$ cat config.mk
export PLATFORM = sky130hd
export DESIGN_NAME = flt_cmd_seq
export DESIGN_NICKNAME = d
export VERILOG_FILES = /design/src/rtl/flt_seq_pkg.sv /design/src/rtl/flt_rst_sync.sv /design/src/rtl/flt_word_pack.sv /design/src/rtl/flt_step_sel.sv /design/src/rtl/flt_poll_timer.sv /design/src/rtl/flt_cmd_seq.sv
export SDC_FILE = /design/constraint.sdc
export NUM_CORES = 1
export LEC_CHECK = 0
export ABC_AREA = 1
export BUFFER_PORTS_ARGS = -buffer_cell sky130_fd_sc_hd__buf_2
export CORE_ASPECT_RATIO = 2
export CORE_MARGIN = 1.5
export CORE_UTILIZATION = 30
export DETAILED_ROUTE_END_ITERATION = 8
export SLEW_MARGIN = 20
export SYNTH_ARGS = -nofsm -noshare
export SYNTH_HDL_FRONTEND = slang
export SYNTH_SLANG_ARGS = --single-unit
$ cat constraint.sdc
create_clock -name clk -period 15.5 [get_ports clk]
set_input_delay 0.775 -clock clk [delete_from_list [all_inputs] [get_ports clk]]
set_output_delay 0.775 -clock clk [all_outputs]
set_load 0.02 [all_outputs]
$ cat src/rtl/flt_seq_pkg.sv
package flt_seq_pkg;

  localparam int WORD_W   = 32;
  localparam int QUEUE_W  = 7;
  localparam int POOL_W   = 6;
  localparam int FLOW_W   = 3;
  localparam int HASH_W   = 13;
  localparam int SWIDX_W  = 16;
  localparam int PORT_W   = 16;

  // Sequence steps; the word offset of each step is step * 4
  localparam int STEP_W      = 4;
  localparam int N_IP6_WORDS = 3;
  localparam int STEP_SA     = 3;
  localparam int STEP_DA     = 4;
  localparam int STEP_PORT   = 5;
  localparam int STEP_FLEX   = 6;
  localparam int STEP_HASH   = 7;
  localparam int STEP_CMD    = 8;
  localparam int TBL_DEPTH   = 1 << STEP_W;

  // Command word fields
  localparam logic [1:0] OPC_ADD    = 2'd1;
  localparam logic [1:0] OPC_REMOVE = 2'd2;
  localparam logic [1:0] OPC_QUERY  = 2'd3;
  localparam int OPC_LSB    = 0;
  localparam int BIT_FVALID = 2;
  localparam int BIT_UPDATE = 3;
  localparam int FLOW_LSB   = 5;
  localparam int BIT_DROP   = 9;
  localparam int BIT_LAST   = 11;
  localparam int BIT_QEN    = 15;
  localparam int QUEUE_LSB  = 16;
  localparam int POOL_LSB   = 24;

  // Hash word fields
  localparam int BIT_BKT_VALID = 15;
  localparam int SWIDX_LSB     = 16;

  typedef enum logic [1:0] {
    ST_IDLE  = 2'd0,
    ST_WRITE = 2'd1,
    ST_POLL  = 2'd2
  } seq_state_e;

  typedef enum logic [1:0] {
    PH_ADD    = 2'd0,
    PH_QUERY  = 2'd1,
    PH_REMOVE = 2'd2
  } seq_phase_e;

  typedef struct packed {
    logic                 erase;
    logic [WORD_W-1:0]    src_ip;
    logic [WORD_W-1:0]    dst_ip;
    logic [PORT_W-1:0]    src_port;
    logic [PORT_W-1:0]    dst_port;
    logic [15:0]          flex;
    logic [15:0]          ptype;
    logic [FLOW_W-1:0]    flow;
    logic [POOL_W-1:0]    pool;
    logic [HASH_W-1:0]    hash;
    logic [SWIDX_W-1:0]   sw_idx;
    logic [QUEUE_W-1:0]   queue;
  } flt_req_t;

endpackage

$ cat src/rtl/flt_rst_sync.sv
module flt_rst_sync (
  input  logic clk,
  input  logic rst_n,
  output logic rst_sync_n
);
  logic [1:0] stage_q;

  always_ff @(posedge clk or negedge rst_n) begin
    if (!rst_n) begin
      stage_q <= 2'b00;
    end else begin
      stage_q <= {stage_q[0], 1'b1};
    end
  end

  assign rst_sync_n = stage_q[1];
endmodule

$ cat src/rtl/flt_word_pack.sv
module flt_word_pack
  import flt_seq_pkg::*;
#(
  parameter logic [QUEUE_W-1:0] DROP_Q = 7'd127
) (
  input  seq_phase_e          phase,
  input  logic [PORT_W-1:0]   src_port,
  input  logic [PORT_W-1:0]   dst_port,
  input  logic [15:0]         flex,
  input  logic [15:0]         ptype,
  input  logic [FLOW_W-1:0]   flow,
  input  logic [POOL_W-1:0]   pool,
  input  logic [HASH_W-1:0]   hash,
  input  logic [SWIDX_W-1:0]  sw_idx,
  input  logic [QUEUE_W-1:0]  queue,
  output logic [WORD_W-1:0]   port_w,
  output logic [WORD_W-1:0]   flex_w,
  output logic [WORD_W-1:0]   hash_w,
  output logic [WORD_W-1:0]   cmd_w
);
  localparam int HASH_PAD_W = BIT_BKT_VALID - HASH_W;

  logic bkt_valid;

  assign bkt_valid = (phase == PH_ADD);
  assign port_w    = {dst_port, src_port};
  assign flex_w    = {flex, ptype};
  assign hash_w    = {sw_idx, bkt_valid, {HASH_PAD_W{1'b0}}, hash};

  always_comb begin
    cmd_w = '0;
    unique case (phase)
      PH_ADD: begin
        cmd_w[OPC_LSB +: 2]          = OPC_ADD;
        cmd_w[BIT_UPDATE]            = 1'b1;
        cmd_w[FLOW_LSB +: FLOW_W]    = flow;
        cmd_w[BIT_DROP]              = (queue == DROP_Q);
        cmd_w[BIT_LAST]              = 1'b1;
        cmd_w[BIT_QEN]               = 1'b1;
        cmd_w[QUEUE_LSB +: QUEUE_W]  = queue;
        cmd_w[POOL_LSB +: POOL_W]    = pool;
      end
      PH_QUERY:  cmd_w[OPC_LSB +: 2] = OPC_QUERY;
      PH_REMOVE: cmd_w[OPC_LSB +: 2] = OPC_REMOVE;
      default:   cmd_w = '0;
    endcase
  end
endmodule

$ cat src/rtl/flt_step_sel.sv
module flt_step_sel
  import flt_seq_pkg::*;
#(
  parameter int                ADDR_W    = 16,
  parameter logic [ADDR_W-1:0] BASE_ADDR = '0
) (
  input  logic [STEP_W-1:0] step,
  input  logic              poll_sel,
  input  logic [WORD_W-1:0] src_ip,
  input  logic [WORD_W-1:0] dst_ip,
  input  logic [WORD_W-1:0] port_w,
  input  logic [WORD_W-1:0] flex_w,
  input  logic [WORD_W-1:0] hash_w,
  input  logic [WORD_W-1:0] cmd_w,
  output logic [ADDR_W-1:0] addr,
  output logic [WORD_W-1:0] wdata
);
  localparam logic [ADDR_W-1:0] CMD_ADDR = BASE_ADDR + ADDR_W'(STEP_CMD * 4);

  logic [WORD_W-1:0] word_tbl [TBL_DEPTH];

  // Upper address words of the wide address form are always zero
  for (genvar g = 0; g < N_IP6_WORDS; g++) begin : g_ip6_zero
    assign word_tbl[g] = '0;
  end

  assign word_tbl[STEP_SA]   = src_ip;
  assign word_tbl[STEP_DA]   = dst_ip;
  assign word_tbl[STEP_PORT] = port_w;
  assign word_tbl[STEP_FLEX] = flex_w;
  assign word_tbl[STEP_HASH] = hash_w;
  assign word_tbl[STEP_CMD]  = cmd_w;

  for (genvar g = STEP_CMD + 1; g < TBL_DEPTH; g++) begin : g_pad_zero
    assign word_tbl[g] = '0;
  end

  always_comb begin
    if (poll_sel) begin
      addr  = CMD_ADDR;
      wdata = '0;
    end else begin
      addr  = BASE_ADDR + ADDR_W'({step, 2'b00});
      wdata = word_tbl[step];
    end
  end
endmodule

$ cat src/rtl/flt_poll_timer.sv
module flt_poll_timer #(
  parameter int CNT_W = 16
) (
  input  logic             clk,
  input  logic             rst_n,
  input  logic             clr,
  input  logic             en,
  input  logic [CNT_W-1:0] limit,
  output logic             expired
);
  localparam logic [CNT_W-1:0] CNT_MAX = '1;

  logic [CNT_W-1:0] count_q;
  logic [CNT_W-1:0] count_d;
  logic             count_ce;
  logic [CNT_W:0]   cycle_no;

  always_comb begin
    count_ce = clr || (en && (count_q != CNT_MAX));
    count_d  = clr ? '0 : count_q + CNT_W'(1);
  end

  always_ff @(posedge clk or negedge rst_n) begin
    if (!rst_n) begin
      count_q <= '0;
    end else if (count_ce) begin
      count_q <= count_d;
    end
  end

  // Current poll cycle number, counted from one
  assign cycle_no = {1'b0, count_q} + (CNT_W+1)'(1);
  assign expired  = (cycle_no >= {1'b0, limit});
endmodule

$ cat src/rtl/flt_cmd_seq.sv
module flt_cmd_seq
  import flt_seq_pkg::*;
#(
  parameter int                 ADDR_W    = 16,
  parameter logic [ADDR_W-1:0]  BASE_ADDR = '0,
  parameter int                 CNT_W     = 16,
  parameter logic [QUEUE_W-1:0] DROP_Q    = 7'd127
) (
  input  logic                clk,
  input  logic                rst_n,
  input  logic                req_valid,
  input  logic                req_erase,
  input  logic [WORD_W-1:0]   req_src_ip,
  input  logic [WORD_W-1:0]   req_dst_ip,
  input  logic [PORT_W-1:0]   req_src_port,
  input  logic [PORT_W-1:0]   req_dst_port,
  input  logic [15:0]         req_flex,
  input  logic [15:0]         req_ptype,
  input  logic [FLOW_W-1:0]   req_flow,
  input  logic [POOL_W-1:0]   req_pool,
  input  logic [HASH_W-1:0]   req_hash,
  input  logic [SWIDX_W-1:0]  req_sw_idx,
  input  logic [QUEUE_W-1:0]  req_queue,
  input  logic [CNT_W-1:0]    poll_limit,
  output logic                busy,
  output logic                done,
  output logic                err,
  output logic [ADDR_W-1:0]   csr_addr,
  output logic [WORD_W-1:0]   csr_wdata,
  output logic                csr_wr,
  output logic                csr_rd,
  input  logic [WORD_W-1:0]   csr_rdata,
  input  logic                csr_ready
);
  logic rst_sync_n;

  seq_state_e        state_q, state_d;
  seq_phase_e        phase_q, phase_d;
  logic [STEP_W-1:0] step_q,  step_d;
  logic              done_q,  done_d;
  logic              err_q,   err_d;
  flt_req_t          req_q,   req_d;
  logic [CNT_W-1:0]  limit_q;

  logic              accept;
  logic              seq_ce;
  logic              timer_clr;
  logic              timer_en;
  logic              timer_expired;
  logic              rd_busy;
  logic              rd_fvalid;
  logic              unused_rdata;

  logic [WORD_W-1:0] port_w, flex_w, hash_w, cmd_w;

  flt_rst_sync u_rst_sync (
    .clk        (clk),
    .rst_n      (rst_n),
    .rst_sync_n (rst_sync_n)
  );

  // Request capture
  assign accept = (state_q == ST_IDLE) && req_valid;

  always_comb begin
    req_d.erase    = req_erase;
    req_d.src_ip   = req_src_ip;
    req_d.dst_ip   = req_dst_ip;
    req_d.src_port = req_src_port;
    req_d.dst_port = req_dst_port;
    req_d.flex     = req_flex;
    req_d.ptype    = req_ptype;
    req_d.flow     = req_flow;
    req_d.pool     = req_pool;
    req_d.hash     = req_hash;
    req_d.sw_idx   = req_sw_idx;
    req_d.queue    = req_queue;
  end

  always_ff @(posedge clk or negedge rst_sync_n) begin
    if (!rst_sync_n) begin
      req_q   <= '0;
      limit_q <= '0;
    end else if (accept) begin
      req_q   <= req_d;
      limit_q <= poll_limit;
    end
  end

  // Readback decode
  assign rd_busy      = (csr_rdata[OPC_LSB +: 2] != 2'b00);
  assign rd_fvalid    = csr_rdata[BIT_FVALID];
  assign unused_rdata = ^{csr_rdata[WORD_W-1:BIT_FVALID+1], req_q.erase};

  // Next-state logic
  always_comb begin
    state_d = state_q;
    phase_d = phase_q;
    step_d  = step_q;
    done_d  = 1'b0;
    err_d   = err_q;
    unique case (state_q)
      ST_IDLE: begin
        if (req_valid) begin
          state_d = ST_WRITE;
          phase_d = req_erase ? PH_QUERY : PH_ADD;
          step_d  = req_erase ? STEP_W'(STEP_HASH) : '0;
          err_d   = 1'b0;
        end
      end
      ST_WRITE: begin
        if (csr_ready) begin
          if (step_q == STEP_W'(STEP_CMD)) begin
            state_d = ST_POLL;
          end else begin
            step_d = step_q + STEP_W'(1);
          end
        end
      end
      ST_POLL: begin
        if (csr_ready) begin
          if (!rd_busy) begin
            if ((phase_q == PH_QUERY) && rd_fvalid) begin
              phase_d = PH_REMOVE;
              step_d  = STEP_W'(STEP_HASH);
              state_d = ST_WRITE;
            end else begin
              state_d = ST_IDLE;
              done_d  = 1'b1;
              err_d   = 1'b0;
            end
          end else if (timer_expired) begin
            state_d = ST_IDLE;
            done_d  = 1'b1;
            err_d   = 1'b1;
          end
        end
      end
      default: state_d = ST_IDLE;
    endcase
  end

  assign seq_ce = accept || (state_q != ST_IDLE);

  always_ff @(posedge clk or negedge rst_sync_n) begin
    if (!rst_sync_n) begin
      state_q <= ST_IDLE;
      phase_q <= PH_ADD;
      step_q  <= '0;
      err_q   <= 1'b0;
    end else if (seq_ce) begin
      state_q <= state_d;
      phase_q <= phase_d;
      step_q  <= step_d;
      err_q   <= err_d;
    end
  end

  always_ff @(posedge clk or negedge rst_sync_n) begin
    if (!rst_sync_n) begin
      done_q <= 1'b0;
    end else begin
      done_q <= done_d;
    end
  end

  // Poll window timer
  assign timer_clr = (state_q == ST_WRITE) && (step_q == STEP_W'(STEP_CMD)) && csr_ready;
  assign timer_en  = (state_q == ST_POLL);

  flt_poll_timer #(.CNT_W(CNT_W)) u_timer (
    .clk     (clk),
    .rst_n   (rst_sync_n),
    .clr     (timer_clr),
    .en      (timer_en),
    .limit   (limit_q),
    .expired (timer_expired)
  );

  flt_word_pack #(.DROP_Q(DROP_Q)) u_pack (
    .phase    (phase_q),
    .src_port (req_q.src_port),
    .dst_port (req_q.dst_port),
    .flex     (req_q.flex),
    .ptype    (req_q.ptype),
    .flow     (req_q.flow),
    .pool     (req_q.pool),
    .hash     (req_q.hash),
    .sw_idx   (req_q.sw_idx),
    .queue    (req_q.queue),
    .port_w   (port_w),
    .flex_w   (flex_w),
    .hash_w   (hash_w),
    .cmd_w    (cmd_w)
  );

  flt_step_sel #(.ADDR_W(ADDR_W), .BASE_ADDR(BASE_ADDR)) u_sel (
    .step     (step_q),
    .poll_sel (state_q == ST_POLL),
    .src_ip   (req_q.src_ip),
    .dst_ip   (req_q.dst_ip),
    .port_w   (port_w),
    .flex_w   (flex_w),
    .hash_w   (hash_w),
    .cmd_w    (cmd_w),
    .addr     (csr_addr),
    .wdata    (csr_wdata)
  );

  assign csr_wr = (state_q == ST_WRITE);
  assign csr_rd = (state_q == ST_POLL);
  assign busy   = (state_q != ST_IDLE);
  assign done   = done_q;
  assign err    = err_q;
endmodule

==> flow_summary.html, run 1 <==
<table>
<tr><th>Metric</th><th>Value</th></tr>
<tr><th colspan="2">Status</th></tr>
<tr><td>Result of the run</td><td>finished, final reports clean</td></tr>
<tr><th colspan="2">Yosys</th></tr>
<tr><td>Total of warnings raised by yosys</td><td>0</td></tr>
<tr><td>Number of synthesized flops with an enable pin</td><td>0</td></tr>
<tr><td>Post-synth ARST share</td><td>100%</td></tr>
<tr><td>Sequential element share of the synthesized area</td><td>50.4%</td></tr>
<tr><td>Number of synthesized register bits</td><td>217</td></tr>
<tr><td>Avg Inst Size Synth</td><td>7.75 um2</td></tr>
<tr><td>Top FF cell, synth</td><td>dfrtp_1</td></tr>
<tr><td>Synthesized cell area</td><td>10800 um2</td></tr>
<tr><td>Netlist cell types</td><td>45</td></tr>
<tr><td>Cells after Synth</td><td>1390</td></tr>
<tr><th colspan="2">Flow run</th></tr>
<tr><td>Max-cap violations</td><td>0</td></tr>
<tr><th colspan="2">Setup path</th></tr>
<tr><td>Critical path required time</td><td>14.73 ns</td></tr>
<tr><td>CP endpoint kind</td><td>primary output</td></tr>
<tr><td>Start of the worst register-to-register path</td><td>state_q[1]</td></tr>
<tr><td>Largest fanout on the critical path</td><td>16</td></tr>
<tr><td>Data arrival time at the worst-slack endpoint</td><td>3.74 ns</td></tr>
<tr><td>Launching element type of the critical path</td><td>flop</td></tr>
<tr><td>CP Launch Point</td><td>state_q[0]</td></tr>
<tr><td>Class of the most critical setup path</td><td>reg2out</td></tr>
<tr><th colspan="2">Detailed routing</th></tr>
<tr><td>DRC violation count after routing</td><td>0</td></tr>
<tr><td>Routed wire length</td><td>36500 um</td></tr>
<tr><td>Number of search-and-repair iterations in the first detailed-routing pass</td><td>5</td></tr>
<tr><td>Routed len/inst</td><td>17.7 um</td></tr>
<tr><td>Routed vias</td><td>9879</td></tr>
<tr><td>DRT antenna net count</td><td>0</td></tr>
<tr><td>Number of vias per cell after detailed routing</td><td>4.80</td></tr>
<tr><td>Count of routing violations after the opening detailed-route iteration</td><td>567</td></tr>
<tr><th colspan="2">Power and ir drop</th></tr>
<tr><td>Clock group share of total power</td><td>20.3%</td></tr>
<tr><td>Switching fraction of total power</td><td>45.6%</td></tr>
<tr><td>Total power density per cell area</td><td>224 nW/um2</td></tr>
<tr><td>Maximum ir drop on the vdd rail</td><td>0.100 mV</td></tr>
<tr><td>Lkg Pwr</td><td>7.10 nW</td></tr>
<tr><td>Combinational share of power</td><td>46.7%</td></tr>
<tr><td>Net switching power of the design</td><td>0.00133 W</td></tr>
<tr><td>Internal power consumption</td><td>0.00159 W</td></tr>
<tr><td>Power share of the sequential group</td><td>33.0%</td></tr>
<tr><th colspan="2">STA</th></tr>
<tr><td>Summed negative setup slack over all endpoints</td><td>0 ns</td></tr>
<tr><td>Final worst setup slack</td><td>10.99 ns</td></tr>
<tr><td>Hold Worst Slack</td><td>0.357 ns</td></tr>
<tr><td>Final count of hold timing violations</td><td>0</td></tr>
<tr><td># setup viols final</td><td>0</td></tr>
<tr><td>FMAX</td><td>0.222 GHz</td></tr>
<tr><td>Worst-margin pin slew</td><td>0.929 ns</td></tr>
<tr><td>Minimum period implied by the final worst setup slack</td><td>4.51 ns</td></tr>
<tr><td>Unrepaired setup endpoints after global routing</td><td>no</td></tr>
<tr><td>Pins over their slew limit</td><td>0</td></tr>
<tr><td>Crit share post-route</td><td>29.1%</td></tr>
<tr><td>Remaining max-slew budget at the tightest pin</td><td>38.0%</td></tr>
<tr><td>Worst clock skew</td><td>0.0203 ns</td></tr>
<tr><th colspan="2">Placed design</th></tr>
<tr><td>Placed insts</td><td>2011</td></tr>
<tr><td>Number of port buffers</td><td>237</td></tr>
<tr><td>Detailed placer's ending HPWL</td><td>26000 um</td></tr>
<tr><td>Pre-CTS setup slack</td><td>11.53 ns</td></tr>
<tr><td>Final weighted congestion in routability-driven placement</td><td>0.898</td></tr>
<tr><th colspan="2">GRT</th></tr>
<tr><td>First-pass GRT wire length</td><td>55600 um</td></tr>
<tr><td>Largest net degree at the start of global routing</td><td>152</td></tr>
<tr><td>Vias in the first global route</td><td>10000</td></tr>
<tr><td>Overflow left after global routing</td><td>0</td></tr>
<tr><td>Antenna violations before repair</td><td>6</td></tr>
<tr><td>GRT Overall Usage</td><td>19.7%</td></tr>
<tr><th colspan="2">Clock tree</th></tr>
<tr><td>Clock Path Buffers</td><td>3</td></tr>
<tr><td>Number of hold buffers added after CTS</td><td>1</td></tr>
<tr><td>Insertion delay of the later-clocked pin in the worst-skew pair</td><td>0.54 ns</td></tr>
<tr><td>CTS H-tree lvls</td><td>1</td></tr>
<tr><td>Number of setup buffers added after CTS</td><td>0</td></tr>
<tr><td>Number of clock buffers inserted by TritonCTS</td><td>23</td></tr>
<tr><td>Root Buffer Master</td><td>clkbuf_16</td></tr>
<tr><td>Resized cells post-CTS</td><td>0</td></tr>
<tr><td>Clock Pin Slew Worst Setup and Hold Paths</td><td>0.06 ns</td></tr>
<tr><td>Clock sink count</td><td>217</td></tr>
<tr><td>TritonCTS clock tree</td><td>done</td></tr>
<tr><th colspan="2">Floorplan</th></tr>
<tr><td>Horizontal die dimension</td><td>137 um</td></tr>
<tr><td>Initial core utilization</td><td>30.3%</td></tr>
<tr><td>Floorplan die area</td><td>37100 um2</td></tr>
<tr><td>Vertical die dimension</td><td>271 um</td></tr>
<tr><td>Row count</td><td>98</td></tr>
<tr><td>Top-level port count</td><td>279</td></tr>
<tr><td>Floorplan core area</td><td>35600 um2</td></tr>
<tr><th colspan="2">Hold path</th></tr>
<tr><td>Hold path start</td><td>u_rst_sync.stage_q[0]</td></tr>
<tr><td>Type of the most critical hold path</td><td>reg2reg</td></tr>
<tr><th colspan="2">Layout</th></tr>
<tr><td>Post-route insts no fill</td><td>2057</td></tr>
<tr><td>Fillers</td><td>3750</td></tr>
<tr><td>Proportion of layout cells with a drive suffix above 1</td><td>19.3%</td></tr>
<tr><td>Syn-to-layout area delta</td><td>21.4%</td></tr>
<tr><td>Layout net count</td><td>1838</td></tr>
<tr><td>Final core utilization</td><td>36.8%</td></tr>
</table>
## registers in the layout, summed over array words and instances, names as in the netlist
signal,count
req_q,173
u_timer.count_q,16
err,1
u_rst_sync.stage_q,2
phase_q,2
step_q,4
done,1
state_q,2
limit_q,16
## final cells by class
| class | instances | area [um2] | share of cell area [%] |
|---|---|---|---|
| tap | 450 | 563 | 4.31 |
| clock inverter | 15 | 194 | 1.48 |
| multi-input combinational | 1013 | 4670 | 35.7 |
| antenna | 4 | 10.0 | 0.0766 |
| timing repair buffer | 248 | 1290 | 9.85 |
| inverter | 84 | 320 | 2.45 |
| clock buffer | 26 | 597 | 4.57 |
| sequential | 217 | 5430 | 41.6 |
## routing by layer
layer	wire length (um)	GRT usage, %
met1	14000	22.6
met2	19100	35.1
met3	1260	1.67
met4	2060	11.4
met5	0	0
## critical path, stage by stage (launching register included)
cell     delay (ns)
dfrtp_1        0.39
inv_1          0.08
ha_1           0.46
nor2_2         0.57
inv_2          0.25
nand2_1        0.55
inv_1          0.34
a21oi_1        0.32
buf_2          0.22
## per-stage QoR
step	power (W)	instance area [um2]
finish	0.00292	13100
global route	0.00315	13100
CTS	0.00295	13100
detailed placement	0.00234	12300
global placement	0.00232	12300
floorplan	0.00187	10800
## Yosys cell counts (2+ instances only)
library cell / n / area (um2)
nor2_4: 3 / 33.8
o211a_1: 7 / 70.1
a221oi_1: 2 / 17.5
inv_2: 3 / 11.3
nand2_1: 672 / 2520
o211ai_1: 4 / 30.0
a31oi_1: 24 / 150
ha_1: 25 / 313
o221a_2: 2 / 22.5
nor3_1: 6 / 30.0
nand3_1: 25 / 125
clkinv_1: 3 / 11.3
a41oi_1: 5 / 43.8
a21oi_1: 30 / 150
clkbuf_1: 50 / 188
buf_1: 8 / 30.0
a32oi_1: 2 / 17.5
nand3_2: 2 / 20.0
inv_1: 78 / 293
nor2_1: 58 / 218
o22ai_1: 8 / 50.1
o221ai_1: 11 / 96.3
nand4_1: 4 / 25.0
a22oi_1: 4 / 30.0
buf_4: 15 / 113
a22o_1: 2 / 17.5
nand2_2: 2 / 12.5
o21ai_1: 2 / 10.0
conb_1: 2 / 7.51
o21ai_0: 71 / 355
nor2_2: 5 / 31.3
a211oi_1: 4 / 30.0
xor2_1: 11 / 96.3
buf_2: 13 / 65.1
dfrtp_1: 217 / 5430
## cells by family after synthesis
kind of cell,share of synthesized area (%)
AOI/OAI and AO/OA,10.5
xor gates and xnor gates,1.13
adders and majority gates,2.90
buffers and inverters,6.70
DFF,50.4
other,0.0697
and+or+nand+nor,28.3
## power by group through the flow
stage	registers [W]	clock network, W	logic (W)
2_1_floorplan	0.000939	0	0.000927
3_3_place_gp	0.000964	0	0.00136
3_5_place_dp	0.000971	0	0.00137
4_1_cts	0.000964	0.000610	0.00138
5_1_grt	0.000998	0.000629	0.00152
6_report	0.000966	0.000594	0.00136
## cells in the final DEF, fill, tap and decap left out, types with 8 or more instances in the layout
master / instances
nand2_1: 671
buf_2: 237
dfrtp_1: 216
inv_1: 77
o21ai_0: 71
nor2_1: 58
a21oi_1: 30
nand3_1: 25
ha_1: 25
a31oi_1: 24
clkbuf_16: 23
conb_1: 13
xor2_1: 11
o221ai_1: 11
o22ai_1: 8
buf_4: 8
## worst paths after layout
path,to,slack [ns],depth (start not counted)
worst max-delay path,csr_wdata[11],10.99,8
worst min-delay path,u_rst_sync.stage_q[1],0.36,0
worst max register to register,req_q[26],12.25,7
worst min register to register,u_rst_sync.stage_q[1],0.36,0
max in group asynchronous,req_q[9],13.67,1
min in group asynchronous,req_q[110],0.45,0
(Power assumes the default switching activity.)
==> inputs of run 2 (changes only) <==
==> constraint.sdc (replaced) <==
create_clock -name clk -period 3.8 [get_ports clk]
set_input_delay 0.19 -clock clk [delete_from_list [all_inputs] [get_ports clk]]
set_output_delay 0.19 -clock clk [all_outputs]
set_load 0.02 [all_outputs]
==> flow_summary.html, run 2 (same netlist as run 1, synthesis figures left out) <==
<table>
<tr><th>Metric</th><th>Value</th></tr>
<tr><th colspan="2">Flow run</th></tr>
<tr><td>Max-cap violations</td><td>0</td></tr>
<tr><th colspan="2">Detailed routing</th></tr>
<tr><td>Number of search-and-repair iterations in the first detailed-routing pass</td><td>5</td></tr>
<tr><td>Met3 Wirelength</td><td>1510 um</td></tr>
<tr><td>Met2 Routed Length</td><td>19300 um</td></tr>
<tr><td>Number of vias per cell after detailed routing</td><td>4.78</td></tr>
<tr><td>Routed vias</td><td>10800</td></tr>
<tr><td>DRT antenna net count</td><td>0</td></tr>
<tr><td>Detailed-route wire length on metal 1</td><td>15100 um</td></tr>
<tr><td>DRC violation count after routing</td><td>0</td></tr>
<tr><td>Max Used Layer</td><td>met4</td></tr>
<tr><td>Routed len/inst</td><td>17.2 um</td></tr>
<tr><td>Routed wire length</td><td>39000 um</td></tr>
<tr><td>Count of routing violations after the opening detailed-route iteration</td><td>667</td></tr>
<tr><th colspan="2">Setup path</th></tr>
<tr><td>Critical path required time</td><td>3.61 ns</td></tr>
<tr><td>CP endpoint kind</td><td>primary output</td></tr>
<tr><td>Class of the most critical setup path</td><td>reg2out</td></tr>
<tr><td>Data arrival time at the worst-slack endpoint</td><td>3.18 ns</td></tr>
<tr><td>Buf+Inv Stages, Crit Path</td><td>6</td></tr>
<tr><td>Critical Path Max Stage Delay</td><td>0.50 ns</td></tr>
<tr><td>Slowest-stage cell, CP</td><td>a221oi_1</td></tr>
<tr><td>Chain of cells forming the critical path</td><td>inv_1, ha_1, nor2_2, buf_4, inv_2, nand2_1, buf_4, inv_1, a221oi_1, buf_2</td></tr>
<tr><td>CP top delay family</td><td>buffers and inverters</td></tr>
<tr><td>Largest fanout on the critical path</td><td>15</td></tr>
<tr><td>Launching element type of the critical path</td><td>flop</td></tr>
<tr><th colspan="2">Floorplan</th></tr>
<tr><td>Floorplan die area</td><td>37100 um2</td></tr>
<tr><td>Row count</td><td>98</td></tr>
<tr><td>Initial core utilization</td><td>30.3%</td></tr>
<tr><td>Vertical die dimension</td><td>271 um</td></tr>
<tr><td>Floorplan core area</td><td>35600 um2</td></tr>
<tr><td>Top-level port count</td><td>279</td></tr>
<tr><td>Horizontal die dimension</td><td>137 um</td></tr>
<tr><th colspan="2">Hold path</th></tr>
<tr><td>Type of the most critical hold path</td><td>in2reg</td></tr>
<tr><th colspan="2">Status</th></tr>
<tr><td>Result of the run</td><td>finished, final reports clean</td></tr>
<tr><th colspan="2">Placed design</th></tr>
<tr><td>Placement-stage cell area</td><td>12400 um2</td></tr>
<tr><td>Number of port buffers</td><td>237</td></tr>
<tr><td>Final weighted congestion in routability-driven placement</td><td>0.887</td></tr>
<tr><td>Placed insts</td><td>2024</td></tr>
<tr><td>Detailed placer's ending HPWL</td><td>26300 um</td></tr>
<tr><th colspan="2">Layout</th></tr>
<tr><td>Syn-to-layout area delta</td><td>40.4%</td></tr>
<tr><td>Proportion of layout cells with a drive suffix above 1</td><td>17.6%</td></tr>
<tr><td>Final Instance Area</td><td>15100 um2</td></tr>
<tr><td>Largest registers</td><td>req_q (173), limit_q (16), u_timer.count_q (16)</td></tr>
<tr><td>Most common cell after layout, fill and taps aside</td><td>nand2_1</td></tr>
<tr><td>Layout net count</td><td>2043</td></tr>
<tr><td>Largest reg by FF count</td><td>req_q</td></tr>
<tr><td>Post-route insts no fill</td><td>2264</td></tr>
<tr><td>Final core utilization</td><td>42.5%</td></tr>
<tr><td>Number of flip-flops under the largest register name</td><td>173</td></tr>
<tr><td>Most used cells in the layout excluding fill and tap cells</td><td>671 x nand2_1, 237 x buf_2, 216 x dfrtp_1, 194 x dlygate4sd3_1, 77 x inv_1</td></tr>
<tr><th colspan="2">Clock tree</th></tr>
<tr><td>Clock Path Buffers</td><td>3</td></tr>
<tr><td>Number of clock buffers inserted by TritonCTS</td><td>22</td></tr>
<tr><td>Resized cells post-CTS</td><td>0</td></tr>
<tr><td>Clock Pin Slew Worst Setup and Hold Paths</td><td>0.06 ns</td></tr>
<tr><td>TritonCTS clock tree</td><td>done</td></tr>
<tr><td>Insertion delay of the later-clocked pin in the worst-skew pair</td><td>0.53 ns</td></tr>
<tr><td>Clock sink count</td><td>217</td></tr>
<tr><td>CTS H-tree lvls</td><td>1</td></tr>
<tr><td>Root Buffer Master</td><td>clkbuf_16</td></tr>
<tr><th colspan="2">STA</th></tr>
<tr><td>Summed negative setup slack over all endpoints</td><td>0 ns</td></tr>
<tr><td>Worst clock skew</td><td>0.0178 ns</td></tr>
<tr><td>Remaining max-slew budget at the tightest pin</td><td>40.7%</td></tr>
<tr><td>Crit share post-route</td><td>88.7%</td></tr>
<tr><td>Worst-margin pin slew</td><td>0.889 ns</td></tr>
<tr><td>Minimum period implied by the final worst setup slack</td><td>3.37 ns</td></tr>
<tr><td>FMAX</td><td>0.297 GHz</td></tr>
<tr><td>Final count of hold timing violations</td><td>0</td></tr>
<tr><td>Pins over their slew limit</td><td>0</td></tr>
<tr><td># setup viols final</td><td>0</td></tr>
<tr><td>Unrepaired setup endpoints after global routing</td><td>no</td></tr>
<tr><th colspan="2">Power and ir drop</th></tr>
<tr><td>Maximum ir drop on the vdd rail</td><td>0.403 mV</td></tr>
<tr><td>Total power density per cell area</td><td>806 nW/um2</td></tr>
<tr><td>Lkg Pwr</td><td>7.98 nW</td></tr>
<tr><th colspan="2">GRT</th></tr>
<tr><td>Overflow left after global routing</td><td>0</td></tr>
<tr><td>Largest net degree at the start of global routing</td><td>113</td></tr>
<tr><td>GRT Overall Usage</td><td>21.2%</td></tr>
<tr><td>First-pass GRT wire length</td><td>60300 um</td></tr>
<tr><td>Vias in the first global route</td><td>11300</td></tr>
<tr><td>Antenna violations before repair</td><td>7</td></tr>
</table>
==> run 2: cell count changes in the layout (fill, tap and decap cells not counted), sizes merged <==
cell	change
diode	+3
inv	-3
dlygate4sd3	+193
clkinvlp	-3
clkbuf	+4
buf	+13
==> run 2: tightest hold or removal path, cell delays in order <==
cell and delay [ns]:
buf_2 0.08, nor2_1 0.08, nor2_1 0.11, nand3_1 0.08, nand2_1 0.06
==> run 2: stage by stage <==
stage          hold WS, ns  setup slack (ns)  total power, W
4_1_cts             0.0928             0.489          0.0123
3_5_place_dp       -0.0184             0.849         0.00965
6_report             0.109             0.428          0.0122
5_1_grt              0.128             0.108          0.0131
2_1_floorplan       -0.106             0.230         0.00761
3_3_place_gp       -0.0169             0.836         0.00954
==> run 2: final timing paths <==
check,startpoint,to,slack [ns],cells after the start
worst min-delay path,csr_rdata[0],err,0.11,5
worst min register to register,u_rst_sync.stage_q[0],u_rst_sync.stage_q[1],0.35,0
max in group asynchronous,u_rst_sync.stage_q[1],req_q[79],2.39,1
worst max-delay path,state_q[0],csr_wdata[19],0.43,10
worst max register to register,u_timer.count_q[0],done,0.46,18
min in group asynchronous,u_rst_sync.stage_q[1],req_q[143],0.41,0
==> run 2: repair_timing <==
action | in CTS | in global routing
hold buffers | 194 | 0
buffers inserted | 0 | 0
hold endpoints to repair | 193 | 0
==> run 2: routing by layer <==
layer	track usage (%)	up-vias
met1	24.0	5124
li1	-	5189
met5	0	-
met2	36.1	365
met4	15.8	0
met3	2.21	148
==> run 2: power breakdown <==
group,leakage (nW),switching [W],internal (W)
clock,0.386,0.000955,0.00143
combinational,4.89,0.00392,0.00194
sequential,2.70,0.000588,0.00335
total,7.98,0.00546,0.00673
==> run 2: area by class of cell <==
type / instances / area (um2)
Antenna cell: 7 / 17.5
Clock buffer: 30 / 632
Clock inverter: 9 / 145
Fill cell: 3517 / 20400
Inverter: 84 / 320
Multi-Input combinational cell: 1013 / 4670
Sequential cell: 217 / 5430
Tap cell: 450 / 563
Timing Repair Buffer: 454 / 3340
